**config.mk**
```make
export PLATFORM = sky130hd
export DESIGN_NAME = fmt_track_writer
export DESIGN_NICKNAME = d
export VERILOG_FILES = /design/src/rtl/fmt_pkg.sv /design/src/rtl/fmt_crc.sv /design/src/rtl/fmt_xlate.sv /design/src/rtl/fmt_track_writer.sv
export SDC_FILE = /design/constraint.sdc
export NUM_CORES = 1
export LEC_CHECK = 0
export ABC_CLOCK_PERIOD_IN_PS = 3200
export CORE_MARGIN = 1.5
export CORE_UTILIZATION = 57
export CTS_BUF_LIST = sky130_fd_sc_hd__clkbuf_16
export DETAILED_ROUTE_END_ITERATION = 10
export GPL_TIMING_DRIVEN = 0
export PLACE_DENSITY_LB_ADDON = 0.15
export SYNTH_ARGS = -nofsm -noshare
export SYNTH_HDL_FRONTEND = slang
export SYNTH_HIERARCHICAL = 1
export SYNTH_SLANG_ARGS = --single-unit
```
**constraint.sdc**
```tcl
create_clock -name clk -period 3.2 [get_ports clk]
set_clock_uncertainty 0.15 [all_clocks]
set_input_delay 0.96 -clock clk [delete_from_list [all_inputs] [get_ports clk]]
set_output_delay 0.96 -clock clk [all_outputs]
set_load 0.05 [all_outputs]
```
**src/rtl/fmt_pkg.sv**
```systemverilog
// Shared types and constants for the track format byte translator.
// Assumes CRC is processed MSB first with a 0xFFFF preset.
package fmt_pkg;

    typedef enum logic [1:0] {
        ST_IDLE,
        ST_WAIT_IDX,
        ST_RUN
    } fmt_state_e;

    localparam logic [15:0] CRC_INIT = 16'hFFFF;
    localparam logic [15:0] CRC_POLY = 16'h1021;

    localparam logic [7:0] CODE_SYNC_A1 = 8'hF5;
    localparam logic [7:0] CODE_SYNC_C2 = 8'hF6;
    localparam logic [7:0] CODE_CRC     = 8'hF7;
    localparam logic [7:0] BYTE_A1      = 8'hA1;
    localparam logic [7:0] BYTE_C2      = 8'hC2;
    localparam logic [7:0] BYTE_IDAM    = 8'hFE;

    // One byte of CRC update, MSB first.
    function automatic logic [15:0] crc_step(input logic [15:0] c, input logic [7:0] d);
        logic [15:0] r;
        logic        fb;
        r = c;
        for (int i = 7; i >= 0; i--) begin
            fb = r[15] ^ d[i];
            r  = {r[14:0], 1'b0} ^ (fb ? CRC_POLY : 16'h0000);
        end
        return r;
    endfunction

    localparam logic [15:0] CRC_AFTER_TWO_SYNC = crc_step(crc_step(CRC_INIT, BYTE_A1), BYTE_A1);

endpackage

```
**src/rtl/fmt_crc.sv**
```systemverilog
// Running CRC register for the track byte stream.
// Assumes: clear has priority; preset loads the two-sync value and then folds din in.
module fmt_crc
    import fmt_pkg::*;
(
    input  logic        clk,
    input  logic        rst_n,
    input  logic        clear,
    input  logic        en,
    input  logic        preset,
    input  logic        feed,
    input  logic [7:0]  din,
    output logic [15:0] crc
);

    // Hold, clear, preset-and-update or update the CRC once per written slot.
    always_ff @(posedge clk) begin
        if (!rst_n) begin
            crc <= CRC_INIT;
        end else if (clear) begin
            crc <= CRC_INIT;
        end else if (en && preset) begin
            crc <= crc_step(CRC_AFTER_TWO_SYNC, din);
        end else if (en && feed) begin
            crc <= crc_step(crc, din);
        end
    end

endmodule

```
**src/rtl/fmt_xlate.sv**
```systemverilog
// Combinational translation of the slot byte into the written byte and its flags.
// Assumes: cur_is_crc_lo overrides any code decoding of cur.
module fmt_xlate
    import fmt_pkg::*;
(
    input  logic [7:0]  cur,
    input  logic        cur_is_crc_lo,
    input  logic        prev_sync,
    input  logic [15:0] crc,
    output logic [7:0]  out_byte,
    output logic        mclk,
    output logic        sync_a1,
    output logic        crc_hi,
    output logic        feed,
    output logic        preset,
    output logic        idam
);

    // Decode host codes into written byte, marker flags and CRC control.
    always_comb begin
        out_byte = cur;
        mclk     = 1'b0;
        sync_a1  = 1'b0;
        crc_hi   = 1'b0;
        feed     = 1'b0;
        preset   = 1'b0;
        idam     = 1'b0;
        if (cur_is_crc_lo) begin
            out_byte = crc[7:0];
        end else begin
            case (cur)
                CODE_SYNC_A1: begin
                    out_byte = BYTE_A1;
                    mclk     = 1'b1;
                    sync_a1  = 1'b1;
                    preset   = 1'b1;
                end
                CODE_SYNC_C2: begin
                    out_byte = BYTE_C2;
                    mclk     = 1'b1;
                    feed     = 1'b1;
                end
                CODE_CRC: begin
                    out_byte = crc[15:8];
                    crc_hi   = 1'b1;
                end
                default: begin
                    feed = 1'b1;
                    idam = (cur == BYTE_IDAM) && prev_sync;
                end
            endcase
        end
    end

endmodule

```
**src/rtl/fmt_track_writer.sv**
```systemverilog
// Format-command byte path: host handshake, index wait, per-tick byte emission.
// Assumes: track_len_i is nonzero and stable at the index pulse; one tick per byte-time.
module fmt_track_writer
    import fmt_pkg::*;
#(
    parameter int LEN_W = 14
) (
    input  logic             clk,
    input  logic             rst_n,
    input  logic             start_i,
    input  logic             tick_i,
    input  logic             index_i,
    input  logic [LEN_W-1:0] track_len_i,
    input  logic [7:0]       host_data_i,
    input  logic             host_wr_i,
    output logic [7:0]       wr_data_o,
    output logic             wr_en_o,
    output logic             mclk_o,
    output logic             idam_o,
    output logic             drq_o,
    output logic             lost_o,
    output logic             busy_o,
    output logic             irq_o
);

    localparam logic [LEN_W-1:0] LEN_ONE = LEN_W'(1);

    fmt_state_e       state;
    logic [7:0]       hold;
    logic             have_hold;
    logic [7:0]       cur;
    logic             cur_crc_lo;
    logic             prev_sync;
    logic [LEN_W-1:0] remain;
    logic             drq_q;

    logic             host_take;
    logic             eff_have;
    logic [7:0]       eff_data;
    logic             slot;
    logic             crc_clear;
    logic [15:0]      crc;
    logic [7:0]       x_byte;
    logic             x_mclk, x_sync, x_hi, x_feed, x_preset, x_idam;

    // Handshake view: a strobe counts only while requested; same-cycle strobe counts as latched.
    always_comb begin
        host_take = host_wr_i && drq_q;
        eff_have  = have_hold || host_take;
        eff_data  = host_take ? host_data_i : hold;
        slot      = (state == ST_RUN) && tick_i;
        crc_clear = (state == ST_IDLE) && start_i;
    end

    fmt_xlate u_xlate (
        .cur           (cur),
        .cur_is_crc_lo (cur_crc_lo),
        .prev_sync     (prev_sync),
        .crc           (crc),
        .out_byte      (x_byte),
        .mclk          (x_mclk),
        .sync_a1       (x_sync),
        .crc_hi        (x_hi),
        .feed          (x_feed),
        .preset        (x_preset),
        .idam          (x_idam)
    );

    fmt_crc u_crc (
        .clk    (clk),
        .rst_n  (rst_n),
        .clear  (crc_clear),
        .en     (slot),
        .preset (x_preset),
        .feed   (x_feed),
        .din    (x_byte),
        .crc    (crc)
    );

    // Command sequencing, host holding register and per-slot byte output.
    always_ff @(posedge clk) begin
        if (!rst_n) begin
            state      <= ST_IDLE;
            hold       <= 8'h00;
            have_hold  <= 1'b0;
            cur        <= 8'h00;
            cur_crc_lo <= 1'b0;
            prev_sync  <= 1'b0;
            remain     <= '0;
            drq_q      <= 1'b0;
            lost_o     <= 1'b0;
            irq_o      <= 1'b0;
            wr_data_o  <= 8'h00;
            wr_en_o    <= 1'b0;
            mclk_o     <= 1'b0;
            idam_o     <= 1'b0;
        end else begin
            wr_en_o <= 1'b0;
            mclk_o  <= 1'b0;
            idam_o  <= 1'b0;
            case (state)
                ST_IDLE: begin
                    if (start_i) begin
                        state     <= ST_WAIT_IDX;
                        drq_q     <= 1'b1;
                        lost_o    <= 1'b0;
                        irq_o     <= 1'b0;
                        have_hold <= 1'b0;
                    end
                end
                ST_WAIT_IDX: begin
                    if (host_take) begin
                        hold      <= host_data_i;
                        have_hold <= 1'b1;
                        drq_q     <= 1'b0;
                    end
                    if (index_i) begin
                        if (eff_have) begin
                            state      <= ST_RUN;
                            cur        <= eff_data;
                            cur_crc_lo <= 1'b0;
                            prev_sync  <= 1'b0;
                            have_hold  <= 1'b0;
                            drq_q      <= 1'b1;
                            remain     <= track_len_i;
                        end else begin
                            state  <= ST_IDLE;
                            lost_o <= 1'b1;
                            irq_o  <= 1'b1;
                            drq_q  <= 1'b0;
                        end
                    end
                end
                ST_RUN: begin
                    if (slot) begin
                        wr_en_o   <= 1'b1;
                        wr_data_o <= x_byte;
                        mclk_o    <= x_mclk;
                        idam_o    <= x_idam;
                        prev_sync <= x_sync;
                        if (remain == LEN_ONE) begin
                            state     <= ST_IDLE;
                            drq_q     <= 1'b0;
                            irq_o     <= 1'b1;
                            have_hold <= 1'b0;
                        end else begin
                            remain <= remain - LEN_ONE;
                            if (x_hi) begin
                                cur_crc_lo <= 1'b1;
                                drq_q      <= 1'b0;
                                if (host_take) begin
                                    hold      <= host_data_i;
                                    have_hold <= 1'b1;
                                end
                            end else begin
                                cur_crc_lo <= 1'b0;
                                drq_q      <= 1'b1;
                                have_hold  <= 1'b0;
                                if (eff_have) begin
                                    cur <= eff_data;
                                end else begin
                                    cur    <= 8'h00;
                                    lost_o <= 1'b1;
                                end
                            end
                        end
                    end else if (host_take) begin
                        hold      <= host_data_i;
                        have_hold <= 1'b1;
                        drq_q     <= 1'b0;
                    end
                end
                default: state <= ST_IDLE;
            endcase
        end
    end

    assign drq_o  = drq_q;
    assign busy_o = (state != ST_IDLE);

    AST_DRQ_ONLY_BUSY: assert property (@(posedge clk) disable iff (!rst_n)
        drq_o |-> busy_o);

    AST_NO_WRITE_ON_MISS: assert property (@(posedge clk) disable iff (!rst_n)
        (state == ST_WAIT_IDX && index_i && !eff_have) |=> (!wr_en_o && lost_o && !busy_o));

    AST_MCLK_SYNC_ONLY: assert property (@(posedge clk) disable iff (!rst_n)
        mclk_o |-> (wr_en_o && (wr_data_o == BYTE_A1 || wr_data_o == BYTE_C2)));

    AST_CRC_LO_NO_DRQ: assert property (@(posedge clk) disable iff (!rst_n)
        (state == ST_RUN && cur_crc_lo) |-> !drq_o);

    AST_IDAM_ON_FE: assert property (@(posedge clk) disable iff (!rst_n)
        idam_o |-> (wr_en_o && wr_data_o == BYTE_IDAM && !mclk_o));

    AST_DONE_IDLE: assert property (@(posedge clk) disable iff (!rst_n)
        $rose(irq_o) |-> (!busy_o && !drq_o));

    AST_REMAIN_NONZERO: assert property (@(posedge clk) disable iff (!rst_n)
        (state == ST_RUN) |-> (remain != '0));

    AST_WRITE_AFTER_TICK: assert property (@(posedge clk) disable iff (!rst_n)
        wr_en_o |-> $past(state == ST_RUN && tick_i));

endmodule

```
Yosys cells after proc, flatten, opt, wreduce, memory -nomap -nowiden:

Index checks and enable logic that the tools add are counted.

* register bits: 65
* bits of input ports: 28

* add/sub/neg operators: 1
* eq/ne operators: 17
* muxes and demuxes: 86
* bitwise logic cells: 34
* reduce and logical (&&, ||, !) cells: 27

Operators by type and width (number)
* XOR 16 bit: 15
* two-way mux 13 bit: 16
* two-way mux 8 bit: 11
* two-way mux 14 bit: 4
* two-way mux 1 bit: 37
* == test 8 bit (second input constant): 4
* two-way mux 16 bit: 2
* case mux 8 bit (2 select lines): 2
* case mux 14 bit (2 select lines): 1
* case mux 8 bit (3 select lines): 1
* AND reduction 6 bit: 3
* == test 14 x 1 -> 1 bit (second input constant): 1
* subtractor 14 x 1 -> 14 bit (second input constant): 1
* XOR 1 bit: 14
* inequality test 2 bit (second input constant): 6
* case mux 1 bit (3 select lines): 4
* two-way mux 2 bit: 5
* AND reduction 4 bit: 2
* NOT 7 bit: 1
* OR reduction 7 bit: 1
* logical AND 1 bit: 6
* inequality test 3 bit (second input constant): 2
* case mux 2 bit (3 select lines): 1
* AND reduction 2 bit: 3
* 14 further kinds: 22

Logic depth before layout (Yosys ltp):

* depth after elaboration: 29
* mapped depth: 11
* depth with buffers taken out: 8

Modules after synthesis:

The synthesis kept the hierarchy.

Modules (own cells, without submodules)
* fmt_track_writer: times used 1, cells each 327, area each 2696.3 µm², seq. area each 980.9 µm²
* fmt_crc: times used 1, cells each 117, area each 1074.8 µm², seq. area each 320.3 µm²
* fmt_xlate: times used 1, cells each 46, area each 331.6 µm², seq. area each 0.0 µm²

Worst setup path before layout:

OpenSTA, ideal clock, no wires.

* path kind: in2reg
* from: in tick_i
* to: reg u_crc.crc[12]
* data arrival time: 2.382 ns
* slack: 0.541 ns
* stages on the path: 8
* cell sequence: nand2_1 -> inv_1 -> clkbuf_1 -> clkbuf_1 -> o21ai_1 -> clkbuf_1 -> a221oi_1 -> o21ai_1

* longest elaborated chain between the ends: 3

RTL lines
* start: declaration: line fmt_track_writer.sv:11 `input logic tick_i,`
* logical AND 1 bit (*): line fmt_track_writer.sv:51 `slot = (state == ST_RUN) && tick_i;`
* named net slot: line fmt_track_writer.sv:40 `logic slot;`
* logical AND 1 bit, on equally long branches: line fmt_crc.sv:22, fmt_crc.sv:24
* two-way mux 16 bit / nonzero test 2 bit (equally long branches)
* end signal: assignment: line fmt_crc.sv:23 `crc <= crc_step(CRC_AFTER_TWO_SYNC, din);`
* end signal: assignment: line fmt_crc.sv:25 `crc <= crc_step(crc, din);`
* end: declaration: line fmt_crc.sv:13 `output logic [15:0] crc`

The timed path passes the listed nets; every way through them passes the cells marked *.
A chain may end at the register's enable or synchronous reset.

Worst setup path after layout:

* from: in tick_i
* to: reg u_crc.crc[12]

* longest elaborated chain between the ends: 3

RTL lines (line)
* logical AND 1 bit (*): fmt_track_writer.sv:51
* logical AND 1 bit, on equally long branches: fmt_crc.sv:22, fmt_crc.sv:24
* two-way mux 16 bit / nonzero test 2 bit (equally long branches)

Mark *: on every way between the ends. The rest lies on a longest branch, timed or not.

==> results.cfg <==
[die]
initial_core_util_pct = 59.7
die_x_um = 87.8
core_um2 = 6870
die_area_um2 = 7720
pin_count = 43
fp-row-count = 30
dieHeight_um = 87.8

[layout]
fillers = 552
syn_to_final_growth_pct = 21.1
fin_util_pct = 72.3
multi_input_comb_area_um2 = 2590
post_route_cells_drive_above_1_share_pct = 9.87
instances_no_fill = 643
num_antenna_cells = 0
nNetsFinal = 576
seq_area_um2 = 1300

[synth]
async_reset_ff_share_pct = 0
avgSynthCellArea_um2 = 8.37
yosysSeqAreaShare_pct = 31.7
synth_flop_cell = dfxtp_1
synth_edf_count = 0
yosysWarnings = 6
synth_fp_nets = 524
syn_inst = 490
yosysUniqueCellTypes = 68
synthesis.area_um2 = 4100
ys_seq_elements = 65

[setup_path]
critPathKind = in2reg
cp-start-kind = primary input
r2r-start = cur_crc_lo
cp.required_ns = 3.31
critPathLaunch = tick_i
cp.arrival_ns = 3.13
end_kind = flip-flop
worstPathMaxFanout = 12

[route]
via_per_inst = 6.39
dr.first_iter.drc_count = 477
vias = 4106
drcViolationCount = 0
wl_per_cell_um = 17.6
drt-total-wl_mm = 11.3
first_pass_iters = 5
final_antenna_net_count = 0

[sta]
fmax_ghz = 0.332
period_share_pct = 94.3
fin_setup_tns_ns = 0
finalMaxSlewViolations = 0
timing.slew.headroom_pct = 18.7
post-route-min-period_ns = 3.02
setup_viol = 0
rsz0062_at_grt = no
worst_pin_slew_ns = 1.21
final-hold-violation-count = 0
whs_ns = 0.303

[clocking]
cts_resized = 0
cts.sinks = 65
cts_tree = done
clkLatencyLatePin_ns = 0.33
cts_setup_buffers = 0
numCtsBuffers = 9
root_buffer = clkbuf_16
clock_path_buffers = 2
holdBufCountCts = 0
htree_levels = 3
clkTransAtPathRegs_ns = 0.06

[grt]
grt_max_degree = 13
grt_use_met2_pct = 47.2
grtUsageMet3_pct = 7.16
grt_pass1_wl_mm = 18.5
grt_pass1_vias = 3770
grt_use_met1_pct = 42.4
grt_overflow = 0
antenna_found_initial = 0
top_usage_layer = met2
grt_use_total_pct = 30.6

[placed_design]
dp_cells = 628
dp_hpwl_mm = 8.10
gp_congestion = 0.971
io_buffers = 42

[worst_hold_path]
hold_path_class = reg2reg
hold_path_startpoint = wr_data_o[5]

[power]
total_power_mw = 2.22
ir_drop_mv = 0.286
power_density_nw_per_um2 = 448
p_leak_nw = 1.80

[status]
outcome = complete, no violations

[job]
cap_violations = 0
per-stage QoR:
stage / setup slack, ns / instance area, um^2
after global placement: -0.434 / 4640
after detailed placement: -0.525 / 4640
final: 0.184 / 4970
after floorplan: 0.541 / 4100
after CTS: 0.00589 / 4960
after global routing: 0.0590 / 4970
cell families after synthesis:
kind of cell / share of synthesized area [%]
adders and majority gates: 1.83
muxes: 7.59
buffers and inverters: 5.25
AOI/OAI and AO/OA: 20.8
and+or+nand+nor: 23.6
DFF: 31.7
xor gates and xnor gates: 9.15
where the power goes:
part | switching [mW] | leakage [nW] | internal, mW
Combinational | 0.182 | 1.12 | 0.125
Clock | 0.389 | 0.153 | 0.682
Sequential | 0.0195 | 0.526 | 0.827
synth_stat cells, types with 3 or more instances:
master | n | area share [%]
ha_1 | 6 | 1.8
o21ai_0 | 10 | 1.2
nor2b_1 | 12 | 1.8
nor2_1 | 19 | 1.7
nand3_1 | 5 | 0.61
o211ai_1 | 6 | 1.1
a221o_1 | 7 | 1.7
and3_1 | 6 | 0.92
nand2b_1 | 4 | 0.61
inv_1 | 14 | 1.3
mux2i_1 | 21 | 5.1
a41oi_1 | 6 | 1.3
o41ai_1 | 3 | 0.64
xnor2_2 | 3 | 1.2
xor2_1 | 4 | 0.85
a221oi_1 | 3 | 0.64
dfxtp_1 | 65 | 32
o31ai_1 | 3 | 0.55
a21oi_1 | 26 | 3.2
a22oi_1 | 3 | 0.55
and2_1 | 8 | 1.2
clkbuf_1 | 20 | 1.8
mux2_2 | 9 | 2.5
nor4_1 | 16 | 2.4
o32ai_1 | 10 | 2.1
buf_4 | 4 | 0.73
o22ai_1 | 5 | 0.76
nand4_1 | 6 | 0.92
o21ai_1 | 6 | 0.73
o311a_1 | 3 | 0.73
buf_2 | 7 | 0.85
xnor3_1 | 4 | 2.2
nand2_1 | 82 | 7.5
xnor2_1 | 23 | 4.9
a31oi_1 | 9 | 1.4
nor3_1 | 11 | 1.3
sequential cells by signal (all words and copies together) (netlist names), 2 cells and up:
name,flops
cur,8
hold,8
remain,14
state,2
u_crc/crc,16
wr_data_o,8
worst paths after layout:
| check | end | slack (ns) | cells after the start |
|---|---|---|---|
| worst max-delay path | u_crc/crc[12] | 0.18 | 8 |
| worst min-delay path | wr_data_o[5] | 0.30 | 2 |
| worst max register to register | u_crc/crc[12] | 0.23 | 8 |
| worst min register to register | wr_data_o[5] | 0.30 | 2 |
worst max-delay path: stages:
cell and delay, ns:
clkdlybuf4s50_1 0.45, nand2_1 0.15, clkinvlp_4 0.25, clkbuf_2 0.26, o21ai_1 0.38, clkbuf_1 0.41, a221oi_1 0.16, o21ai_1 0.10
layout make-up:
cell class / count / area share [%]
multi-input combinational: 376 / 52.1
sequential: 65 / 26.2
timing repair buffer: 42 / 8.46
clock buffer: 9 / 4.53
buffer: 33 / 3.15
tap: 96 / 2.42
clock inverter: 7 / 1.89
inverter: 15 / 1.21
placed cells by master, fill, tap and decap left out, drive strengths merged, types with 13 or more instances in the layout:
cell type and count:
a21oi 26, buf 14, clkbuf 28, clkdlybuf4s50 42
dfxtp 65, inv 14, mux2i 21, nand2 82
nor2 19, nor3 13, nor4 17, o21ai 17
xnor2 26
layer usage:
| metal | part of all wire, % | wire length, um |
|---|---|---|
| met1 | 45 | 5070 |
| met2 | 45 | 5130 |
| met3 | 8.5 | 963 |
| met4 | 1.6 | 176 |
| met5 | 0 | 0 |
No activity file was read; power rests on OpenSTA's default activity.
